[config.mk]
export PLATFORM = sky130hd
export DESIGN_NAME = tlbspec_l1_large
export DESIGN_NICKNAME = d
export VERILOG_FILES = /design/src/rtl/tlbspec_pkg.sv /design/src/rtl/tlbspec_plru.sv /design/src/rtl/tlbspec_cam.sv /design/src/rtl/tlbspec_l1_large.sv
export SDC_FILE = /design/constraint.sdc
export NUM_CORES = 2
export LEC_CHECK = 0
export BUFFER_PORTS_ARGS = -buffer_cell sky130_fd_sc_hd__buf_4
export CAP_MARGIN = 20
export CORE_MARGIN = 2
export CORE_UTILIZATION = 30
export CTS_CLUSTER_DIAMETER = 40
export DETAILED_ROUTE_END_ITERATION = 7
export PLACE_DENSITY_LB_ADDON = 0.1
export REMOVE_ABC_BUFFERS = 1
export SYNTH_ARGS = -nofsm -noshare
export SYNTH_HDL_FRONTEND = slang
export SYNTH_HIERARCHICAL = 1
export SYNTH_SLANG_ARGS = --single-unit
[constraint.sdc]
create_clock -name clk -period 19.1 [get_ports clk]
set_clock_uncertainty 0.2 [all_clocks]
set_input_delay 1.91 -clock clk [delete_from_list [all_inputs] [get_ports clk]]
set_output_delay 1.91 -clock clk [all_outputs]
set_load 0.005 [all_outputs]
[src/rtl/tlbspec_pkg.sv]
package tlbspec_pkg;
  localparam int VPN_W  = 36;                 // guest / system page number width
  localparam int SUB_W  = 9;                  // 4KB pages inside one 2MB frame
  localparam int PGO_W  = 12;                 // byte offset inside 4KB page
  localparam int TAG_W  = VPN_W - SUB_W;      // 2MB frame number width
  localparam int PA_W   = VPN_W + PGO_W;

  typedef logic [VPN_W-1:0] vpn_t;
  typedef logic [TAG_W-1:0] frame_t;

  // Frame field of a page number (bits 35:9)
  function automatic frame_t frame_of(input vpn_t pn);
    return pn[VPN_W-1:SUB_W];
  endfunction

  // Interpolated page: stored frame joined with the in-frame index
  function automatic vpn_t join_page(input frame_t fr, input vpn_t gvpn);
    return {fr, gvpn[SUB_W-1:0]};
  endfunction

  // Full address: page number joined with byte offset
  function automatic logic [PA_W-1:0] join_addr(input vpn_t pn, input logic [PGO_W-1:0] off);
    return {pn, off};
  endfunction
endpackage

[src/rtl/tlbspec_plru.sv]
module tlbspec_plru #(
  parameter int WAYS = 32,
  localparam int IW  = $clog2(WAYS)
) (
  input  logic          clk,
  input  logic          rst_n,
  input  logic          ta_en,
  input  logic [IW-1:0] ta_idx,
  input  logic          tb_en,
  input  logic [IW-1:0] tb_idx,
  output logic [IW-1:0] victim
);
  // Heap-ordered tree; node bit 1 means the LRU side is the upper half
  logic [WAYS-1:1] tree_q, tree_d;

  function automatic logic [WAYS-1:1] touch(input logic [WAYS-1:1] t, input logic [IW-1:0] w);
    logic [WAYS-1:1] r;
    int n;
    r = t;
    n = 1;
    for (int l = 0; l < IW; l++) begin
      r[n] = ~w[IW-1-l];
      n = 2 * n + int'(w[IW-1-l]);
    end
    return r;
  endfunction

  always_comb begin
    tree_d = tree_q;
    if (ta_en) tree_d = touch(tree_d, ta_idx);
    if (tb_en) tree_d = touch(tree_d, tb_idx);
  end

  always_comb begin
    int n;
    n = 1;
    for (int l = 0; l < IW; l++) n = 2 * n + int'(tree_q[n]);
    victim = IW'(n - WAYS);
  end

  always_ff @(posedge clk) begin
    if (!rst_n) tree_q <= '0;
    else        tree_q <= tree_d;
  end
endmodule

[src/rtl/tlbspec_cam.sv]
module tlbspec_cam
  import tlbspec_pkg::*;
#(
  parameter int ENTRIES = 32,
  localparam int IW     = $clog2(ENTRIES)
) (
  input  logic               clk,
  input  logic               rst_n,
  input  logic               flush,
  input  logic               inv_en,
  input  frame_t             inv_tag,
  input  logic               wr_en,
  input  logic [IW-1:0]      wr_idx,
  input  frame_t             wr_tag,
  input  frame_t             wr_dat,
  input  logic               wr_spec,
  input  frame_t             q_tag,
  input  frame_t             f_tag,
  output logic [ENTRIES-1:0] valid_vec,
  output logic [ENTRIES-1:0] q_match,
  output logic [ENTRIES-1:0] f_match,
  output frame_t             q_dat,
  output logic               q_spec
);
  frame_t tag_q  [ENTRIES];
  frame_t dat_q  [ENTRIES];
  logic   spec_q [ENTRIES];

  for (genvar i = 0; i < ENTRIES; i++) begin : g_ent
    logic hit_inv;
    assign hit_inv    = valid_vec[i] && (tag_q[i] == inv_tag);
    assign q_match[i] = valid_vec[i] && (tag_q[i] == q_tag);
    assign f_match[i] = valid_vec[i] && (tag_q[i] == f_tag);

    always_ff @(posedge clk) begin
      if (!rst_n || flush) begin
        valid_vec[i] <= 1'b0;
      end else if (wr_en && wr_idx == IW'(i)) begin
        valid_vec[i] <= 1'b1;
        tag_q[i]     <= wr_tag;
        dat_q[i]     <= wr_dat;
        spec_q[i]    <= wr_spec;
      end else if (inv_en && hit_inv) begin
        valid_vec[i] <= 1'b0;
      end
    end
  end

  // At most one match: OR-reduce the selected entry
  always_comb begin
    q_dat  = '0;
    q_spec = 1'b0;
    for (int i = 0; i < ENTRIES; i++) begin
      if (q_match[i]) begin
        q_dat  = q_dat | dat_q[i];
        q_spec = q_spec | spec_q[i];
      end
    end
  end
endmodule

[src/rtl/tlbspec_l1_large.sv]
module tlbspec_l1_large
  import tlbspec_pkg::*;
#(
  parameter int ENTRIES = 32,
  localparam int IW     = $clog2(ENTRIES)
) (
  input  logic              clk,
  input  logic              rst_n,
  input  logic              lk_valid,
  input  logic [35:0]       lk_vpn,
  input  logic [11:0]       lk_pgoff,
  input  logic              fill_valid,
  input  logic [35:0]       fill_vpn,
  input  logic [35:0]       fill_spp,
  input  logic              fill_guest_large,
  input  logic              fill_host_large,
  input  logic              inv_valid,
  input  logic [35:0]       inv_vpn,
  input  logic              flush_all,
  output logic              rsp_valid,
  output logic              rsp_hit,
  output logic              rsp_spec,
  output logic [35:0]       rsp_ppn,
  output logic [47:0]       rsp_paddr
);
  logic [ENTRIES-1:0] valid_vec, q_match, f_match;
  frame_t             q_dat;
  logic               q_spec;
  logic               lk_hit;
  logic [IW-1:0]      hit_idx, dup_idx, free_idx, plru_idx, wr_idx;
  logic               have_free, fill_take;
  logic               unused_low;

  assign unused_low = ^{fill_spp[SUB_W-1:0], inv_vpn[SUB_W-1:0]};

  // Only guest-large walks make an entry here
  assign fill_take = fill_valid && fill_guest_large && !flush_all;
  assign lk_hit    = lk_valid && (|q_match);

  always_comb begin
    hit_idx = '0;
    dup_idx = '0;
    for (int i = 0; i < ENTRIES; i++) begin
      if (q_match[i]) hit_idx = IW'(i);
      if (f_match[i]) dup_idx = IW'(i);
    end
  end

  always_comb begin
    free_idx  = '0;
    have_free = 1'b0;
    for (int i = ENTRIES - 1; i >= 0; i--) begin
      if (!valid_vec[i]) begin
        free_idx  = IW'(i);
        have_free = 1'b1;
      end
    end
  end

  assign wr_idx = (|f_match) ? dup_idx : (have_free ? free_idx : plru_idx);

  tlbspec_cam #(.ENTRIES(ENTRIES)) u_cam (
    .clk       (clk),
    .rst_n     (rst_n),
    .flush     (flush_all),
    .inv_en    (inv_valid),
    .inv_tag   (frame_of(inv_vpn)),
    .wr_en     (fill_take),
    .wr_idx    (wr_idx),
    .wr_tag    (frame_of(fill_vpn)),
    .wr_dat    (frame_of(fill_spp)),
    .wr_spec   (!fill_host_large),
    .q_tag     (frame_of(lk_vpn)),
    .f_tag     (frame_of(fill_vpn)),
    .valid_vec (valid_vec),
    .q_match   (q_match),
    .f_match   (f_match),
    .q_dat     (q_dat),
    .q_spec    (q_spec)
  );

  tlbspec_plru #(.WAYS(ENTRIES)) u_plru (
    .clk    (clk),
    .rst_n  (rst_n),
    .ta_en  (lk_hit),
    .ta_idx (hit_idx),
    .tb_en  (fill_take),
    .tb_idx (wr_idx),
    .victim (plru_idx)
  );

  always_ff @(posedge clk) begin
    if (!rst_n) begin
      rsp_valid <= 1'b0;
      rsp_hit   <= 1'b0;
      rsp_spec  <= 1'b0;
      rsp_ppn   <= '0;
      rsp_paddr <= '0;
    end else begin
      rsp_valid <= lk_valid;
      rsp_hit   <= lk_hit;
      rsp_spec  <= lk_hit && q_spec;
      rsp_ppn   <= lk_hit ? join_page(q_dat, lk_vpn) : '0;
      rsp_paddr <= lk_hit ? join_addr(join_page(q_dat, lk_vpn), lk_pgoff) : '0;
    end
  end
endmodule

# Yosys cells after proc, flatten, opt, wreduce, memory -nomap -nowiden
# Memories as Yosys holds them, arrays and structs flattened.
# Index checks and enable logic that the tools add are counted.
[op_classes]
n_addsub = 14
n_lt_le_gt_ge = 20
n_eq_ne = 127
n_mux = 669
bitwise_logic = 72
reduce_logical = 306
[op_table]
columns = ["cell", "count"]
rows = [
  ["$eq A27 B27 Y1", 96],
  ["$mux W27", 94],
  ["$reduce_or A27 Y1", 62],
  ["$mux W5", 187],
  ["$or A27 B27 Y27", 31],
  ["$lt A32 B7 Y1 const B", 12],
  ["$mux W1", 366],
  ["$add A32 B2 Y32", 9],
  ["$ge A32 B1 Y1 const B", 8],
  ["$bwmux W31", 8],
  ["$logic_and A1 B1 Y1", 172],
  ["$eq A5 B5 Y1 const B", 16],
  ["$reduce_bool A2 Y1", 33],
  ["$reduce_or A32 Y1", 2],
  ["$mux W31", 2],
  ["$demux W1 S5", 8],
  ["$eq A5 B4 Y1 const B", 8],
  ["$or A1 B1 Y1", 31],
  ["$reduce_or A1 Y1", 31],
  ["$bmux W1 S5", 4],
  ["$eq A5 B3 Y1 const B", 4],
  ["$eq A5 B2 Y1 const B", 2],
  ["$not A1 Y1", 10],
  ["$add A2 B1 Y3 const A", 3],
  ["other kinds (7)", 9],
]
[totals]
reg_bits = 150
mem_bits_rw = 1760
n_memories = 3
[memory_table]
columns = ["name", "words", "width", "read_ports", "rd_ports_with_merged_regs", "wr", "line_no", "text"]
rows = [
  ["u_cam.dat_q", 32, 27, 32, 0, 1, "tlbspec_cam.sv:26", "frame_t dat_q [ENTRIES];"],
  ["u_cam.tag_q", 32, 27, 32, 0, 1, "tlbspec_cam.sv:25", "frame_t tag_q [ENTRIES];"],
  ["u_cam.spec_q", 32, 1, 32, 0, 1, "tlbspec_cam.sv:27", "logic spec_q [ENTRIES];"],
]

# Depth between registers and ports, before layout
# An unclocked memory read counts as a cell.
[depth]
ltp_word = 72
ltp_mapped = 20

# Hierarchy
# Netlist, hierarchy kept.
[by_module_without_submodules]
columns = ["module", "n_inst", "cells_per_inst", "area_per_inst_um2", "seq_area_each_um2"]
rows = [
  ["tlbspec_cam", 1, 7595, 94650.8, 53491.3],
  ["tlbspec_l1_large", 1, 347, 2970.3, 1021.0],
  ["tlbspec_plru", 1, 231, 1858.0, 620.6],
]

# Worst setup path before layout
# No wires, ideal clock.
[synth_path]
path_type = "input port to flip-flop"
from = "input port fill_vpn[21]"
to = "memory u_cam/dat_q[1][216] (netlist name) (enable)"
setup_time_ns = 0.470
arrival_ns = 7.603
required_ns = 18.430
slack_ns = 10.827
path_stages = 15
path_buffers = 3
cell_sequence = "clkbuf_1 > buf_1 > xnor2_1 > nand4_1 > or4_1 > nor4_1 > inv_1 > a2111oi_0 > a211oi_1 > o21ai_0 > a221oi_1 > o32a_1 > or2_2 > clkbuf_1 > nor2_1"
[synth_lines]
columns = ["item", "line_no", "text"]
rows = [
  ["from (decl)", "tlbspec_l1_large.sv:13", "input logic [35:0] fill_vpn,"],
  ["$eq A27 B27 Y1 *", "tlbspec_cam.sv:33", "assign f_match[i] = valid_vec[i] && (tag_q[i] == f_tag);"],
  ["$logic_and A1 B1 Y1 *", "tlbspec_cam.sv:33", ""],
  ["net f_match[6]", "tlbspec_l1_large.sv:26", "logic [ENTRIES-1:0] valid_vec, q_match, f_match;"],
  ["$mux W5 (26 in series)", "tlbspec_l1_large.sv:45", "if (f_match[i]) dup_idx = IW'(i);"],
  ["$mux W5 *", "tlbspec_l1_large.sv:60", "assign wr_idx = (|f_match) ? dup_idx : (have_free ? free_idx : plru_idx);"],
  ["net wr_idx[0]", "tlbspec_l1_large.sv:30", "logic [IW-1:0] hit_idx, dup_idx, free_idx, plru_idx, wr_idx;"],
  ["$eq A5 B1 Y1", "tlbspec_cam.sv:38", "end else if (wr_en && wr_idx == IW'(i)) begin"],
  ["$logic_and A1 B1 Y1", "tlbspec_cam.sv:38", ""],
  ["$mux W1", "tlbspec_cam.sv:38", ""],
  ["$mux W1", "tlbspec_cam.sv:36", "if (!rst_n || flush) begin"],
  ["$mux W1 (implied by the code)", "tlbspec_cam.sv:41", "dat_q[i] <= wr_dat;"],
  ["$reduce_or A27 Y1 (no line)", "n/a", ""],
  ["$mux W5 (no line) or $mux W1 (tied branches) (31 in series)", "n/a", ""],
  ["to (decl)", "tlbspec_cam.sv:26", ""],
]
# Mark *: on every way through the listed nets, which the timed path passes. The rest lies on a longest branch.

# Worst setup path in the final report
[layout_path]
from = "input port fill_vpn[34]"
to = "memory u_cam/tag_q[0][136] (netlist name) (enable)"
[layout_lines]
columns = ["item", "line_no", "text"]
rows = [
  ["$eq A27 B27 Y1 *", "tlbspec_cam.sv:33", ""],
  ["$logic_and A1 B1 Y1 *", "tlbspec_cam.sv:33", ""],
  ["net f_match[21]", "tlbspec_l1_large.sv:26", ""],
  ["$mux W5 (11 in series)", "tlbspec_l1_large.sv:45", ""],
  ["$mux W5 *", "tlbspec_l1_large.sv:60", ""],
  ["net wr_idx[3]", "tlbspec_l1_large.sv:30", ""],
  ["$eq A5 B1 Y1", "tlbspec_cam.sv:38", ""],
  ["$logic_and A1 B1 Y1", "tlbspec_cam.sv:38", ""],
  ["$mux W1", "tlbspec_cam.sv:38", ""],
  ["$mux W1", "tlbspec_cam.sv:36", ""],
  ["$mux W1 (implied by the code)", "tlbspec_cam.sv:40", "tag_q[i] <= wr_tag;"],
  ["$reduce_or A27 Y1 (no line)", "n/a", ""],
  ["$mux W5 (no line) or $mux W1 (tied branches) (31 in series)", "n/a", ""],
  ["to (decl)", "tlbspec_cam.sv:25", ""],
]
# Marked as above.

==> results_dict.tcl <==
set metrics [dict create \
    synth-main-ff-cell "sky130_fd_sc_hd__edfxtp_1" \
    post_cts_setup_buffer_count 0 \
    post_cts_resized 0 \
    fin_worst_hold_slack_ns 0.331 \
    post_synth_num_cell_types 79 \
    crit_slowest_cell "sky130_fd_sc_hd__nor2_4" \
    cts_hold_repair.buffers 0 \
    clock_tree.htree_level_count 5 \
    post-route-period-util_pct 46.3 \
    critical_path_class "input port to flop" \
    timing.critical_path.fanout_max 29 \
    final.min_clock_period_ns 8.84 \
    clock_tree.root_cell "sky130_fd_sc_hd__clkbuf_16" \
    drtPass1Iterations 5 \
    finish.utilization_pct 36.2 \
    route.detailed.vias_per_inst 5.75 \
    synth_top_area_cell "sky130_fd_sc_hd__edfxtp_1" \
    tightestPinTransition_ns 1.19 \
    remaining_max_slew_budget_at_the_tightest_pin_pct 19.6 \
    num-nets-final 8600 \
    maxCapViolations 0 \
    routed_wl_um 488000 \
    postSynthRegisterBits 1874 \
    yosysTopAreaCellShare_pct 53.1 \
    synth-edff-count 1760 \
    rsz_0062_raised_after_global_routing "false" \
    initial_core_util_pct 30.1 \
    fraction_of_layout_instances_using_a_drive_strength_above_1_pct 16.4 \
    reg2reg_path_depth 14 \
    setup-tns-final_ns 0 \
    cell_depth_of_the_worst_min_delay_path 2 \
    worst_path_largest_cell_delay_ns 0.93 \
    ioPinCount 251 \
    drt_iter0_drc 10500 \
    report.final.setup_viol 0 \
    synth.mux.area_fraction_pct 0.244 \
    kind_of_start_point_of_the_critical_path "input port" \
    drt-wirelength-per-cell_um 37.1 \
    ctsLongestPathBuffers 4 \
    post_synth_inst_count 8173 \
    port_buffer_count 223 \
    coreArea_sq_um 330000 \
    grt_antenna_before_repair 26 \
    ys.warnings.count 6 \
    async_flop_share_pct 0 \
    synth_area_sq_um 99500 \
    hp-start "u_plru/tree_q[15]$_SDFF_PN0_" \
    crit_chain "buf_4, buf_4, buf_4, xnor2_1, nand4_1, or4_1, nor4_1, nor2_1, and3_1, nand2_2, nor2_8, o2111ai_1, nand3_1, nor3b_1, nand2_1, nor2_4, buf_4" \
    drv_slew 0 \
    rr_endpoint "u_cam/tag_q[0][136]$_DFFE_PP_" \
    synth.top_cells.by_area "sky130_fd_sc_hd__edfxtp_1 (53%), sky130_fd_sc_hd__xnor2_1 (17%), sky130_fd_sc_hd__nand4_1 (7.2%)" \
    rrSetupSlack_ns 12.26 \
    yosys.area_share.adder_pct 0 \
    critical_path.reg2reg.startpoint "u_cam/tag_q[1][135]$_DFFE_PP_" \
    power_leakage_nw 36.8 \
    cts_num_sinks 1874 \
    cts_tree "yes" \
    power.density_nw_per_um2 103 \
    die_area_sq_um 336000 \
    timing.critical_path.required_ns 19.48 \
    grt_pass1_vias 73500 \
    synthXorXnorAreaFrac_pct 22.8 \
    path_clk_slew_ns 0.05 \
    hold_path.class "flop to flop" \
    min_to "u_plru/tree_q[15]$_SDFF_PN0_" \
    seq_area_frac_synth_pct 55.4 \
    place.detailed.hpwl_um 288000 \
    worst_ir_drop_vdd_v 0.0000735 \
    synthesis.area_per_instance_sq_um 12.2 \
    globalplace.congestion 0.894 \
    overflow 0 \
    drcViolationCount 0 \
    cp-end-kind "flop" \
    areaGrowthSynthToFinish_pct 20.2 \
    synth_compound_area_share_pct 2.29 \
    global_route_wire_length_before_repair_um 654000 \
    via_count 75600 \
    number_of_buffers_inserted_during_clock_tree_synthesis 398 \
    synth-simple-area-share_pct 15.4 \
    peak_freq_ghz 0.113 \
    fp-row-count 211 \
    chipWidth_um 580 \
    final_antenna_net_count 0 \
    synth_top_family_by_area "XOR/XNOR gates" \
    final-hold-violation-count 0 \
    grt_usage_pct 28.0 \
    worst-endpoint-arrival_ns 9.22 \
    crit_top_cell "sky130_fd_sc_hd__buf_4" \
    grt_start_max_net_pins 57 \
    leading_cell_type_in_the_layout_fill_and_taps_excluded "sky130_fd_sc_hd__xnor2_1" \
    clock_latency_of_the_later_clocked_register_in_the_worst_skew_pair_ns 0.96 \
    outcome "finished, final reports clean" \
    mostFrequentLayoutCells "sky130_fd_sc_hd__xnor2_1 (1952), sky130_fd_sc_hd__edfxtp_1 (1760), sky130_fd_sc_hd__nand4_1 (1147)" \
    floorplan.die.height_um 580 \
]
-- layer usage --
| metal | global-route usage (%) | share of wire [%] | vias to the layer above |
|---|---|---|---|
| met5 | 0 | 0.0080 | - |
| met3 | 4.75 | 8.3 | 961 |
| met1 | 38.8 | 43 | 39300 |
| met4 | 12.5 | 4.9 | 6 |
| met2 | 42.9 | 44 | 4399 |
| li1 | - | - | 30900 |
-- state kept, by name, summed over array words and instances, names as in the netlist --
register and flops:
rsp_hit 1, rsp_paddr 12, rsp_ppn 36, rsp_spec 1
rsp_valid 1, u_cam/dat_q 864, u_cam/spec_q 32, u_cam/tag_q 864
u_cam/valid_vec 32, u_plru/tree_q 31
-- report_power, final --
part           switching (W)  internal, W  leakage [nW]  total (W)
Clock                0.00241      0.00453          6.43    0.00695
Combinational       0.000604     0.000212          13.6   0.000817
Sequential        0.00000188      0.00450          16.7    0.00450
Total                0.00302      0.00924          36.8     0.0123
-- how the worst max path moves through the flow --
stage	from	end	cells past startpoint	slack [ns]
6_report	fill_vpn[34]	u_cam/tag_q[0][136]$_DFFE_PP_	17	10.26
5_1_grt	fill_vpn[34]	u_cam/tag_q[0][136]$_DFFE_PP_	17	10.15
4_1_cts	fill_vpn[34]	u_cam/dat_q[0][7]$_DFFE_PP_	17	10.19
3_5_place_dp	fill_vpn[34]	u_cam/dat_q[0][25]$_DFFE_PP_	17	9.20
3_3_place_gp	fill_vpn[34]	u_cam/dat_q[0][5]$_DFFE_PP_	17	9.25
2_1_floorplan	fill_vpn[30]	u_cam/dat_q[1][297]$_DFFE_PP_	11	11.29
-- metrics by stage --
stage	worst slack [ns]	instances	instance area, sq um	power [W]
2_1_floorplan	11.29	7496	95700	0.00485
3_3_place_gp	9.25	12400	106000	0.00537
3_5_place_dp	9.20	12400	106000	0.00537
4_1_cts	10.19	13100	119000	0.0123
5_1_grt	10.15	13100	120000	0.0125
6_report	10.26	13100	120000	0.0123
-- cells in the mapped netlist, drive strengths merged, types with 3 or more instances --
library cell and n:
a211oi 17, a21oi 32, a31o 33, a31oi 6, and2 51, and2b 3
and3 19, buf 493, clkbuf 184, dfxtp 114, edfxtp 1760, inv 26
mux2 4, mux2i 13, mux4 3, nand2 527, nand2b 8, nand3 139
nand4 1147, nor2 129, nor2b 14, nor3 241, nor3b 4, nor4 370
o211a 5, o211ai 5, o21ai 23, o22ai 3, o311a 5, o31ai 3
o32a 113, or2 5, or3 3, or4 51, xnor2 1952, xor2 640
-- critical path, delay by kind of cell --
family	cells	cell delay (ns)
buffers and inverters	4	2.08
AND/OR/NAND/NOR	11	4.77
AO/OA/AOI/OAI	1	0.10
XOR/XNOR	1	0.19
-- logic make-up after synthesis --
| group | after synthesis |
|---|---|
| AND/OR/NAND/NOR | 2714 |
| flip-flops | 1874 |
| multiplexers | 20 |
| buffers and inverters | 704 |
| XOR/XNOR | 2592 |
| AO/OA/AOI/OAI | 269 |
-- final cells by class --
| class | count | area, sq um |
|---|---|---|
| Fill cell | 32100 | 211000 |
| Tap cell | 4366 | 5460 |
| Timing Repair Buffer | 540 | 4140 |
| Clock buffer | 466 | 10500 |
| Clock inverter | 271 | 2890 |
| Antenna cell | 5 | 12.5 |
| Sequential cell | 1874 | 55100 |
| Inverter | 27 | 101 |
| Multi-Input combinational cell | 5595 | 41300 |
Power figures use the tool's default switching activity.
